**src/rtl/dtg_pkg.sv**
```systemverilog
package dtg_pkg;
  // Guard-length choice carried on dead_sel
  typedef enum logic {
    DT_SHORT = 1'b0,
    DT_LONG  = 1'b1
  } dead_mode_e;

  localparam int unsigned DTG_PHASE_W = 5;   // 32 steps per period
  localparam int unsigned DTG_DIV_W   = 16;
endpackage

```
**src/rtl/dtg_cfg_hold.sv**
```systemverilog
// Holds divider and guard select; reloads only when told (idle or wrap).
module dtg_cfg_hold #(
  parameter int unsigned DIV_W = 16
) (
  input  logic             clk,
  input  logic             rst,
  input  logic             load,
  input  logic [DIV_W-1:0] div_in,
  input  logic             sel_in,
  output logic [DIV_W-1:0] div_q,
  output logic             sel_q
);
  always_ff @(posedge clk) begin
    if (rst) begin
      div_q <= '0;
      sel_q <= 1'b0;
    end else if (load) begin
      div_q <= div_in;
      sel_q <= sel_in;
    end
  end
endmodule

```
**src/rtl/dtg_step_div.sv**
```systemverilog
// Produces one tick every limit+1 cycles while enabled.
module dtg_step_div #(
  parameter int unsigned DIV_W = 16
) (
  input  logic             clk,
  input  logic             rst,
  input  logic             en,
  input  logic [DIV_W-1:0] limit,
  output logic             tick
);
  logic [DIV_W-1:0] cnt_q;

  assign tick = en && (cnt_q == limit);

  always_ff @(posedge clk) begin
    if (rst || !en)  cnt_q <= '0;
    else if (tick)   cnt_q <= '0;
    else             cnt_q <= cnt_q + 1'b1;
  end

  // the cycle count within a step never passes the held limit
  a_r3_cnt_bounded: assert property (@(posedge clk) disable iff (rst)
    en |-> (cnt_q <= limit));
endmodule

```
**src/rtl/dtg_phase_ctr.sv**
```systemverilog
// Phase counter across one period; flags the last tick of the period.
module dtg_phase_ctr #(
  parameter int unsigned PHASE_W = 5
) (
  input  logic               clk,
  input  logic               rst,
  input  logic               en,
  input  logic               tick,
  output logic [PHASE_W-1:0] phase,
  output logic               wrap
);
  localparam logic [PHASE_W-1:0] LAST = '1;

  assign wrap = tick && (phase == LAST);

  always_ff @(posedge clk) begin
    if (rst || !en) phase <= '0;
    else if (tick)  phase <= phase + 1'b1;
  end

  // disabled block parks at step 0
  a_r6_parked: assert property (@(posedge clk) disable iff (rst)
    !en |=> (phase == '0));
  // the step only moves on a tick
  a_r3_step_hold: assert property (@(posedge clk) disable iff (rst)
    (en && !tick) |=> $stable(phase));
endmodule

```
**src/rtl/dtg_gate_dec.sv**
```systemverilog
// Decodes the phase into two registered gate signals.
module dtg_gate_dec
  import dtg_pkg::*;
#(
  parameter int unsigned PHASE_W    = 5,
  parameter int unsigned DEAD_SHORT = 2,
  parameter int unsigned DEAD_LONG  = 3
) (
  input  logic               clk,
  input  logic               rst,
  input  logic               en,
  input  logic [PHASE_W-1:0] phase,
  input  logic               sel,
  output logic               gate_a,
  output logic               gate_b
);
  localparam logic [PHASE_W-1:0] HALF   = PHASE_W'(1) << (PHASE_W - 1);
  localparam logic [PHASE_W-1:0] D_SHRT = PHASE_W'(DEAD_SHORT);
  localparam logic [PHASE_W-1:0] D_LONG = PHASE_W'(DEAD_LONG);

  dead_mode_e         mode;
  logic [PHASE_W-1:0] dead;
  logic               a_on, b_on;

  assign mode = dead_mode_e'(sel);
  assign dead = (mode == DT_LONG) ? D_LONG : D_SHRT;
  assign a_on = (phase >= dead) && (phase < HALF);
  assign b_on = (phase >= (HALF + dead));

  always_ff @(posedge clk) begin
    if (rst) begin
      gate_a <= 1'b0;
      gate_b <= 1'b0;
    end else begin
      gate_a <= en && a_on;
      gate_b <= en && b_on;
    end
  end

  // never both on
  a_r2_no_overlap: assert property (@(posedge clk) disable iff (rst)
    !(gate_a && gate_b));
  // each turn-on is preceded by a cycle with the other gate low
  a_r5_gap_ab: assert property (@(posedge clk) disable iff (rst)
    $rose(gate_b) |-> !$past(gate_a));
  a_r5_gap_ba: assert property (@(posedge clk) disable iff (rst)
    $rose(gate_a) |-> !$past(gate_b));
  // disable forces both low on the next edge
  a_r6_off: assert property (@(posedge clk) disable iff (rst)
    !en |=> (!gate_a && !gate_b));
endmodule

```
**src/rtl/deadtime_gate_gen.sv**
```systemverilog
module deadtime_gate_gen
  import dtg_pkg::*;
#(
  parameter int unsigned DIV_W      = DTG_DIV_W,
  parameter int unsigned PHASE_W    = DTG_PHASE_W,
  parameter int unsigned DEAD_SHORT = 2,
  parameter int unsigned DEAD_LONG  = 3
) (
  input  logic             clk,
  input  logic             rst,
  input  logic             enable,
  input  logic [DIV_W-1:0] div_value,
  input  logic             dead_sel,
  output logic             gate_a,
  output logic             gate_b
);
  logic [DIV_W-1:0]   cfg_div;
  logic               cfg_sel;
  logic               tick, wrap, load;
  logic [PHASE_W-1:0] phase;

  // Settings pass in while idle or at the period boundary only
  assign load = !enable || wrap;

  dtg_cfg_hold #(.DIV_W(DIV_W)) u_cfg (
    .clk(clk), .rst(rst), .load(load),
    .div_in(div_value), .sel_in(dead_sel),
    .div_q(cfg_div), .sel_q(cfg_sel)
  );

  dtg_step_div #(.DIV_W(DIV_W)) u_div (
    .clk(clk), .rst(rst), .en(enable), .limit(cfg_div), .tick(tick)
  );

  dtg_phase_ctr #(.PHASE_W(PHASE_W)) u_phase (
    .clk(clk), .rst(rst), .en(enable), .tick(tick),
    .phase(phase), .wrap(wrap)
  );

  dtg_gate_dec #(
    .PHASE_W(PHASE_W), .DEAD_SHORT(DEAD_SHORT), .DEAD_LONG(DEAD_LONG)
  ) u_dec (
    .clk(clk), .rst(rst), .en(enable), .phase(phase), .sel(cfg_sel),
    .gate_a(gate_a), .gate_b(gate_b)
  );

  // held settings cannot move mid-period while running
  a_r8_cfg_frozen: assert property (@(posedge clk) disable iff (rst)
    (enable && !wrap) |=> ($stable(cfg_div) && $stable(cfg_sel)));
endmodule

```
**config.mk**
```make
export PLATFORM = sky130hd
export DESIGN_NAME = deadtime_gate_gen
export DESIGN_NICKNAME = d
export VERILOG_FILES = /design/src/rtl/dtg_pkg.sv /design/src/rtl/dtg_cfg_hold.sv /design/src/rtl/dtg_step_div.sv /design/src/rtl/dtg_phase_ctr.sv /design/src/rtl/dtg_gate_dec.sv /design/src/rtl/deadtime_gate_gen.sv
export SDC_FILE = /design/constraint.sdc
export NUM_CORES = 1
export LEC_CHECK = 0
export BUFFER_PORTS_ARGS = -buffer_cell sky130_fd_sc_hd__buf_2
export CAP_MARGIN = 20
export CELL_PAD_IN_SITES_DETAIL_PLACEMENT = 0
export CELL_PAD_IN_SITES_GLOBAL_PLACEMENT = 1
export CORE_UTILIZATION = 44
export CTS_CLUSTER_DIAMETER = 30
export DETAILED_ROUTE_END_ITERATION = 12
export PLACE_DENSITY_LB_ADDON = 0.1
export SLEW_MARGIN = 20
export SYNTH_ARGS = -nofsm -noshare
export SYNTH_HDL_FRONTEND = slang
export SYNTH_HIERARCHICAL = 1
export SYNTH_SLANG_ARGS = --single-unit
```
**constraint.sdc**
```tcl
create_clock -name clk -period 2.7 [get_ports clk]
set_input_delay 0.54 -clock clk [delete_from_list [all_inputs] [get_ports clk]]
set_output_delay 0.54 -clock clk [all_outputs]
set_load 0.005 [all_outputs]
```
==> results of run 1 <==
==> logic make-up after synthesis <==
logic type | after synthesis
and+or+nand+nor | 79
DFF | 40
xor gates and xnor gates | 31
muxes | 20
buffers and inverters | 9
AOI/OAI and AO/OA | 4
adders and majority gates | 4
==> per-layer routing <==
metal	global-route usage	wire, µm	vias up
met3	0.04138	135	7
met5	0	0	-
met2	0.2781	1420	30
li1	-	-	672
met1	0.2248	1699	549
met4	0.07181	63	0
==> area by class of cell <==
cell class	instances	area, µm²
Clock buffer	6	72.57
Clock inverter	1	5.005
Fill cell	384	1934
Inverter	3	11.26
Multi-Input combinational cell	138	949.7
Sequential cell	40	800.8
Tap cell	50	62.56
Timing Repair Buffer	25	135.1
==> registers in the layout (all words and copies together), names as in the netlist <==
register,flops
u_phase/phase,5
u_dec/gate_a,1
u_dec/gate_b,1
u_div/cnt_q,16
u_cfg/div_q,16
u_cfg/sel_q,1
==> layout by cell type, fill, tap and decap left out, drive strengths merged <==
master,n
xor2,16
nand2,9
a211oi,1
nor4b,1
or2b,1
or3b,1
nand3,5
nor3,3
dfxtp,40
and3,2
buf,25
a21oi,1
a21bo,1
nand2b,2
clkbuf,6
mux2i,20
and2,1
nand3b,2
xnor2,15
inv,3
nand4,5
nor4,4
and4,1
nor2b,1
o41ai,1
clkinv,1
nor2,41
ha,4
==> power breakdown <==
part,switching [µW],leakage (µW),internal [µW]
combinational,48.1,0.000487,45.1
clock,189,0.0000410,175
sequential,12.9,0.000326,607
total,250,0.000854,827
==> critical path, delay by kind of cell, from the launching register on <==
family / cells / cell delay [ns]
multiplexers: 1 / 0.21
AND/OR/NAND/NOR: 6 / 1.28
flip-flops: 1 / 0.38
buffers and inverters: 1 / 0.21
XOR/XNOR: 1 / 0.18
==> per-stage QoR <==
stage               total power, µW    util  hold WS [ns]  instance area, µm²
floorplan                     699.8       -        0.4403                1818
global placement              724.6  0.4934        0.4660                1959
detailed placement            727.6  0.4934        0.4676                1959
CTS                            1095  0.5129        0.4772                2037
global route                   1140  0.5129        0.4869                2037
finish                         1077  0.5129        0.4731                2037
==> path summary, 6_finish.rpt <==
path | start | end | depth (start not counted) | slack, ns
setup / recovery | u_div/cnt_q[2] | u_cfg/div_q[5] | 9 | 0.32
hold / removal | u_phase/phase[4] | u_dec/gate_b | 2 | 0.47
setup reg to reg | u_div/cnt_q[2] | u_cfg/div_q[5] | 9 | 0.32
hold reg to reg | u_phase/phase[4] | u_dec/gate_b | 2 | 0.47
==> metrics.yaml, run 1 <==
vdd_drop_max_uv: 194.6
drt_iter0_markers: 38
criticalPathCategory: "reg2reg"
max_slew_margin: 0.7477
diodes: 0
period_share: 0.8828
synth_compound_area_frac: 0.03028
path_common_cell: "nor4_1"
place_ws_ns: 0.3266
critPathSlowestCell: "dfxtp_1"
dp_cells: 256
drv_cap: 0
core_area_um2: 3971
synthCells: 187
synth_nets: 211
port_buffers: 21
synth_warnings: 6
cts-root-buf: "clkbuf_8"
drt.antenna.violating_nets: 0
synth-simple-area-share: 0.2051
syn_area_um2: 1818
worstPathRequired_ns: 2.86
dp_hpwl_mm: 2.518
wl_mm: 3.319
synth.avg_cell_area_um2: 9.722
gp_congestion: 0.7267
drive_gt1_frac: 0.1690
fin_worst_skew_ns: 0.004934
num_vias: 1258
cp-end-kind: "register"
grt_pass1_vias: 1241
synth_area_leader_cell: "dfxtp_1"
max_stage_delay_ns: 0.38
grt_setup_unrepaired: "no"
post_cts.repair.setup_buffers: 0
synthTopCellsByArea: "dfxtp_1 (44%), mux2i_1 (11%), nor2_1 (8.5%)"
htree_levels: 2
power.density_nw_per_um2: 529.0
grt-ovfl-total: 0
cts-resized-gates: 0
path_cells: "xor2_1 -> nor4_1 -> nand2_1 -> nor4_1 -> and2_1 -> nand2b_1 -> buf_4 -> mux2i_1 -> nor2_1"
synth-xor-area-share: 0.1493
synth_top_family_by_area: "simple AND/OR/NAND/NOR gates"
tightest_slew_ns: 0.3750
cts_sinks: 40
power.leakage_uw: 0.0008537
ys_top_cells_by_count: "nor2_1 (41), dfxtp_1 (40), mux2i_1 (20)"
clock.fmax_mhz: 419.6
grt_max_degree: 24
clk_pin_slew_ns: 0.07
synthMuxAreaShare: 0.1101
min-delay-path-class: "reg2reg"
startpoint_type: "register"
outcome: "finished clean"
cts_max_path_buffers: 2
async_reset_ff_frac: 0
vias_per_cell: 4.783
worstSkewPairLatency_ns: 0.29
fin_crit_ns: 2.383
crit_fanout: 9
wl_per_cell_um: 12.62
ys_seq_area_frac: 0.4405
arrival_ns: 2.55
hold_viol: 0
boundaryPins: 22
yosys.cell_types.count: 30
cts_tree: "built"
yosys.area.top_type_share: 0.4405
synth_edf_count: 0
ys_seq_elements: 40
finalSetupViolCount: 0
drv_slew: 0
die_h_um: 66.28
dieWidth_um: 66.28
grtUsageTotal: 0.1747
yosysMostFrequentCell: "nor2_1"
grt_pass1_wl_mm: 5.602
cts_hold_buf: 0
synthAdderAreaFrac: 0.02753
instances_no_fill: 263
worst_slack_ns: 0.3166
cts_buffers: 5
fin_nets: 237
area_growth_pct: 12.04
initial_core_util: 0.4578
rows: 23
drtPass1Iterations: 4
fp.dieArea_um2: 4393
route.detailed.drc: 0
antenna_found_initial: 0
synth-main-ff-cell: "dfxtp_1"
tns_ns: 0
(Power assumes the default switching activity.)
==> run 2, diff against run 1 <==
Settings changed: CORE_UTILIZATION 44 to 39, CTS_CLUSTER_SIZE set to 30.
Clock period 2.7 ns to 2.1 ns, I/O delays scaled along.
==> run 2 against run 1 <==
  * The run now ends with negative setup slack left
  * Power is 35% higher
  * Die area is 12% higher
  * Non-clock buffer count is 12 higher
  * First-iteration DRC count is 39% higher
  * Register-to-register slack worse by 0.34 ns
  * Count of clock-buffer cells in the layout is 2 higher
  * Routed wire length is 14% higher
  * Hold slack worse by 0.11 ns
  * Via count is 6.8% higher
==> metrics.yaml, run 2 (same netlist as run 1, synthesis figures left out) <==
outcome: "finished, violations left"  # was finished clean
violations: "negative setup slack"
grtUsageTotal: 0.1659  # was 0.1747
clock.fmax_mhz: 472.0  # was 419.6 MHz
die_h_um: 70.28  # was 66.28 µm
drt.antenna.violating_nets: 0  # unchanged
num_vias: 1344  # was 1,258
port_buffers: 21  # unchanged
r2r-start: "u_cfg/div_q[6]"  # was u_div/cnt_q[2]
layout_common_cells: "nor2_1 (41), dfxtp_1 (38), buf_2 (21), mux2i_1 (19)"  # was nor2_1 (41), dfxtp_1 (40), buf_2 (21), mux2i_1 (20), xor2_1 (16)
cts_buffers: 5  # unchanged
critical_path_depth: 9  # unchanged
htree_levels: 2  # unchanged
internal_power_uw: 1119  # was 827.3 µW
min-delay-path-class: "in2reg"  # was reg2reg
drive_gt1_frac: 0.2434  # was 0.1690
fp.dieArea_um2: 4939  # was 4393 µm²
rrSetupSlack_ns: -0.02  # was 0.32 ns
max_slew_margin: 0.7126  # was 0.7477
swShare: 0.2337  # was 0.2322
cpLargestDelayFamily: "simple AND/OR/NAND/NOR gates"  # unchanged
clock_power_share: 0.357  # was 0.338
fin_worst_skew_ns: 0.003869  # was 0.004934 ns
fin_crit_ns: 2.119  # was 2.383 ns
cts_hold_buf: 0  # unchanged
cts-root-buf: "clkbuf_8"  # unchanged
grt_busiest_layer: "met2"  # unchanged
worstPathRequired_ns: 2.27  # was 2.86 ns
drv_slew: 0  # unchanged
cts_sinks: 40  # unchanged
cp-end-kind: "register"  # unchanged
crit_end: "u_cfg/div_q[13]"  # was u_cfg/div_q[5]
power.density_nw_per_um2: 660.0  # was 529.0 nW/µm²
pwr-share-seq: 0.546  # was 0.575
cts_max_path_buffers: 2  # unchanged
gp_congestion: 0.7680  # was 0.7267
route.detailed.drc: 0  # unchanged
power.leakage_uw: 0.0009365  # was 0.0008537 µW
n_fill_cell: 443  # was 384
grt_pass1_wl_mm: 6.272  # was 5.602 mm
core_area_um2: 4414  # was 3971 µm²
grt_max_degree: 24  # unchanged
wl_mm: 3.789  # was 3.319 mm
design_area_um2: 2212  # was 2037 µm²
reg2reg_depth: 9  # unchanged
reg_top3: "u_cfg/div_q (16), u_div/cnt_q (16), u_phase/phase (5)"  # unchanged
crit_fanout: 6  # was 9
switching_power_uw: 341.2  # was 250.2 µW
final_common_cell: "nor2_1"  # unchanged
pwr-share-comb: 0.097  # was 0.086
drtPass1Iterations: 4  # unchanged
grt-ovfl-total: 0  # unchanged
boundaryPins: 22  # unchanged
clk_pin_slew_ns: 0.07  # about the same
wl_per_cell_um: 13.63  # was 12.62 µm
antenna_found_initial: 0  # unchanged
area_growth_pct: 21.68  # was 12.04%
finalSetupViolCount: 1  # was 0
use_met2: 0.2508  # was 0.2781
worstSkewPairLatency_ns: 0.30  # was 0.29 ns
cts_tree: "built"  # unchanged
dieWidth_um: 70.28  # was 66.28 µm
initial_core_util: 0.4118  # was 0.4578
placed_area_um2: 2042  # was 1959 µm²
critPathSlowestCell: "dfxtp_2"  # was dfxtp_1
dp_cells: 267  # was 256
rows: 24  # was 23
vdd_drop_max_uv: 314.5  # was 194.6 µV
worst_slack_ns: -0.01871  # was 0.3166 ns
crit_start: "u_cfg/div_q[6]"  # was u_div/cnt_q[2]
max_stage_delay_ns: 0.34  # was 0.38 ns
startpoint_type: "register"  # unchanged
r2r-end: "u_cfg/div_q[13]"  # was u_cfg/div_q[5]
hold_viol: 0  # unchanged
use_met1: 0.2213  # was 0.2248
instances_no_fill: 278  # was 263
worst-path-buf-inv: 1  # unchanged
dp_hpwl_mm: 2.755  # was 2.518 mm
tns_ns: -0.01871  # was 0 ns
grt_pass1_vias: 1386  # was 1,241
diodes: 0  # unchanged
tightest_slew_ns: 0.4311  # was 0.3750 ns
grt_use_met3: 0.03463  # was 0.04138
path_cells: "xor2_2 -> nor4_2 -> nand2_1 -> nor4_2 -> and2_1 -> nand2b_4 -> clkbuf_16 -> mux2i_1 -> nor2_1"  # was xor2_1 -> nor4_1 -> nand2_1 -> nor4_1 -> and2_1 -> nand2b_1 -> buf_4 -> mux2i_1 -> nor2_1
arrival_ns: 2.29  # was 2.55 ns
criticalPathCategory: "reg2reg"  # unchanged
path_common_cell: "nor4_2"  # was nor4_1
drt_iter0_markers: 53  # was 38
vias_per_cell: 4.835  # was 4.783
fin_nets: 249  # was 237
period_share: 1.009  # was 0.8828
grt_setup_unrepaired: "yes"  # was no
drv_cap: 0  # unchanged
[run 2: stage by stage]
stage	worst slack (ns)	util	hold WS, ns	total power [µW]
after global placement	-0.05642	0.4626	0.4540	939.7
final	-0.01871	0.5011	0.3593	1460
after detailed placement	-0.06282	0.4626	0.4593	944.0
after CTS	0.01820	0.4858	0.3485	1476
after global routing	-0.1407	0.5011	0.3834	1525
after floorplan	0.02975	-	0.4403	899.7
[run 2: metal layers]
layer | vias up | wire length (µm)
met2 | 27 | 1630
li1 | 698 | -
met5 | - | 0
met3 | 8 | 181
met4 | 0 | 63
met1 | 611 | 1914
[run 2: area by class of cell]
type	instances	area, µm²	share of cell area
clock buffer	8	90.09	0.04072
inverter	3	11.26	0.005091
multi-input combinational	138	980.9	0.4434
sequential	40	805.8	0.3643
tap	52	65.06	0.02941
timing repair buffer	37	259.0	0.1171
[run 2: worst reg2reg max path, delay by kind of cell (launching register included)]
family	cells	cell delay, ns
flops	1	0.34
simple gates	6	1.12
mux	1	0.20
buf+inv	1	0.17
xor+xnor	1	0.17
[run 2: how the worst min path moves through the flow]
stage | startpoint | to | slack (ns) | depth (start not counted)
2_1_floorplan | u_div/cnt_q[0] | u_div/cnt_q[0] | 0.44 | 1
3_3_place_gp | u_div/cnt_q[0] | u_div/cnt_q[0] | 0.45 | 1
3_5_place_dp | u_div/cnt_q[0] | u_div/cnt_q[0] | 0.46 | 1
4_1_cts | div_value[0] | u_cfg/div_q[0] | 0.35 | 3
5_1_grt | div_value[0] | u_cfg/div_q[0] | 0.38 | 3
6_report | div_value[8] | u_cfg/div_q[8] | 0.36 | 3
[run 2: power groups by stage]
stage	registers (µW)	clock network (µW)	logic [µW]
final	797	522	141
after global routing	799	570	156
after floorplan	809	0	90.4
after detailed placement	815	0	129
after global placement	814	0	125
after CTS	797	546	133
[run 2: repair_timing]
item	CTS	global route
endpoints found under the setup margin	17	17
pin swaps	0	5
gates resized for setup	2	7
cloned	0	1
setup buffers	0	2
==> run 3, diff against run 2 <==
Settings changed: MAX_ROUTING_LAYER set to met4.
==> run 3 against run 2 <==
  * The flow still finishes with violations (negative setup slack)
  * Final cell count unchanged
  * Hold slack gained 0.0043 ns
  * Critical path depth is the same
  * Flip-flop and latch count unchanged
  * Critical endpoint unchanged
==> metrics.yaml, run 3 (same netlist as run 1, synthesis figures left out) <==
route.detailed.drc: 0  # unchanged
power.leakage_uw: 0.0009365  # unchanged
worstSkewPairLatency_ns: 0.29  # was 0.30 ns
cts_hold_buf: 0  # unchanged
cp-end-kind: "register"  # unchanged
wl_mm: 3.779  # was 3.789 mm
path_cells: "xor2_2 -> nor4_2 -> nand2_1 -> nor4_2 -> and2_1 -> nand2b_4 -> clkbuf_16 -> mux2i_1 -> nor2_1"  # unchanged
critPathSlowestCell: "dfxtp_2"  # unchanged
period_share: 1.005  # was 1.009
min-delay-path-class: "in2reg"  # unchanged
cts_tree: "built"  # unchanged
dieWidth_um: 70.28  # unchanged
vias_per_cell: 4.838  # was 4.835
rows: 24  # unchanged
cts_sinks: 40  # unchanged
grt_pass1_vias: 1383  # was 1,386
drive_gt1_frac: 0.2434  # unchanged
fin_worst_skew_ns: 0.003526  # was 0.003869 ns
htree_levels: 2  # unchanged
fin_util: 0.5011  # unchanged
startpoint_type: "register"  # unchanged
drv_cap: 0  # unchanged
crit_fanout: 6  # unchanged
max_stage_delay_ns: 0.34  # about the same
boundaryPins: 22  # unchanged
criticalPathCategory: "reg2reg"  # unchanged
gp_congestion: 0.7783  # was 0.7680
path_common_cell: "nor4_2"  # unchanged
hold_viol: 0  # unchanged
cts_buffers: 5  # unchanged
clk_pin_slew_ns: 0.07  # about the same
num_vias: 1345  # was 1,344
clock.fmax_mhz: 474.0  # was 472.0 MHz
power.density_nw_per_um2: 658.7  # was 660.0 nW/µm²
cts_max_path_buffers: 2  # unchanged
dp_hpwl_mm: 2.755  # unchanged
grt_max_degree: 24  # unchanged
die_h_um: 70.28  # unchanged
arrival_ns: 2.28  # was 2.29 ns
fp.dieArea_um2: 4939  # unchanged
fin_nets: 249  # unchanged
drt_iter0_markers: 53  # unchanged
instances_no_fill: 278  # unchanged
reg_top3: "u_cfg/div_q (16), u_div/cnt_q (16), u_phase/phase (5)"  # unchanged
worstPathRequired_ns: 2.27  # about the same
drt.antenna.violating_nets: 0  # unchanged
finalSetupViolCount: 1  # unchanged
final_common_cell: "nor2_1"  # unchanged
layout_common_cells: "nor2_1 (41), dfxtp_1 (38), buf_2 (21), mux2i_1 (19)"  # unchanged
tightest_slew_ns: 0.4310  # was 0.4311 ns
port_buffers: 21  # unchanged
grt-ovfl-total: 0  # unchanged
outcome: "finished, violations left"  # unchanged
grtUsageTotal: 0.1715  # was 0.1659
area_growth_pct: 21.68  # unchanged
wl_per_cell_um: 13.59  # was 13.63 µm
antenna_found_initial: 0  # unchanged
worst_slack_ns: -0.009720  # was -0.01871 ns
dp_cells: 267  # unchanged
diodes: 0  # unchanged
cts-root-buf: "clkbuf_8"  # unchanged
grt_setup_unrepaired: "yes"  # unchanged
initial_core_util: 0.4118  # unchanged
violations: "negative setup slack"  # unchanged
grt_pass1_wl_mm: 6.285  # was 6.272 mm
fin_crit_ns: 2.110  # was 2.119 ns
core_area_um2: 4414  # unchanged
vdd_drop_max_uv: 315.8  # was 314.5 µV
drtPass1Iterations: 4  # unchanged
n_fill_cell: 443  # unchanged
drv_slew: 0  # unchanged
max_slew_margin: 0.7127  # was 0.7126
-- run 3: cell counts in the layout (fill, tap and decap cells not counted) --
Identical to the previous run, type by type.
-- run 3: timing repair --
item	in CTS	in global routing
gates cloned	0	1
resized for setup	2	7
buffers inserted	0	2
endpoints found under the setup margin	17	17
pin swaps	0	5
-- run 3: routing by layer --
metal  GRT usage  vias to the layer above  routed length, µm
li1            -                      698                  -
met1      0.2213                      611               1889
met2      0.2508                       30               1635
met3     0.05628                        6                197
met4     0.06000                        0                 57
met5           -                        -                  0
-- run 3: power breakdown --
part | internal, µW | leakage [µW] | switching, µW | total [µW]
combinational | 72.0 | 0.000564 | 69.1 | 141
sequential | 779 | 0.000327 | 17.9 | 797
clock | 268 | 0.0000455 | 251 | 519
-- run 3: worst paths after layout --
| kind | end | start | slack (ns) | depth (start not counted) |
|---|---|---|---|---|
| worst min-delay path | u_cfg/div_q[8] | div_value[8] | 0.36 | 3 |
| worst max register to register | u_cfg/div_q[13] | u_cfg/div_q[6] | -0.01 | 9 |
| worst max-delay path | u_cfg/div_q[13] | u_cfg/div_q[6] | -0.01 | 9 |
| worst min register to register | u_div/cnt_q[0] | u_div/cnt_q[0] | 0.47 | 1 |
-- run 3: area by class of cell --
class	instances	area, µm²	share of cell area
tap	52	65.06	0.02941
sequential	40	805.8	0.3643
inverter	3	11.26	0.005091
timing repair buffer	37	259.0	0.1171
clock buffer	8	90.09	0.04072
multi-input combinational	138	980.9	0.4434
-- run 3: worst max-delay path, delay by kind of cell, from the launching register on --
family / cells / cell delay, ns
flip-flops: 1 / 0.34
multiplexers: 1 / 0.20
XOR/XNOR: 1 / 0.17
AND/OR/NAND/NOR: 6 / 1.11
buffers and inverters: 1 / 0.17
-- run 3: stage by stage --
stage | worst slack, ns | hold slack (ns) | total power (µW) | TNS [ns] | area, µm²
2_1_floorplan | 0.02975 | 0.4403 | 899.7 | 0 | 1818
3_3_place_gp | -0.05642 | 0.4540 | 939.7 | -0.8526 | 2042
3_5_place_dp | -0.06282 | 0.4593 | 944.0 | -0.6390 | 2042
4_1_cts | 0.01820 | 0.3485 | 1476 | 0 | 2145
5_1_grt | -0.1428 | 0.3773 | 1530 | -2.087 | 2212
6_report | -0.009720 | 0.3636 | 1457 | -0.009720 | 2212
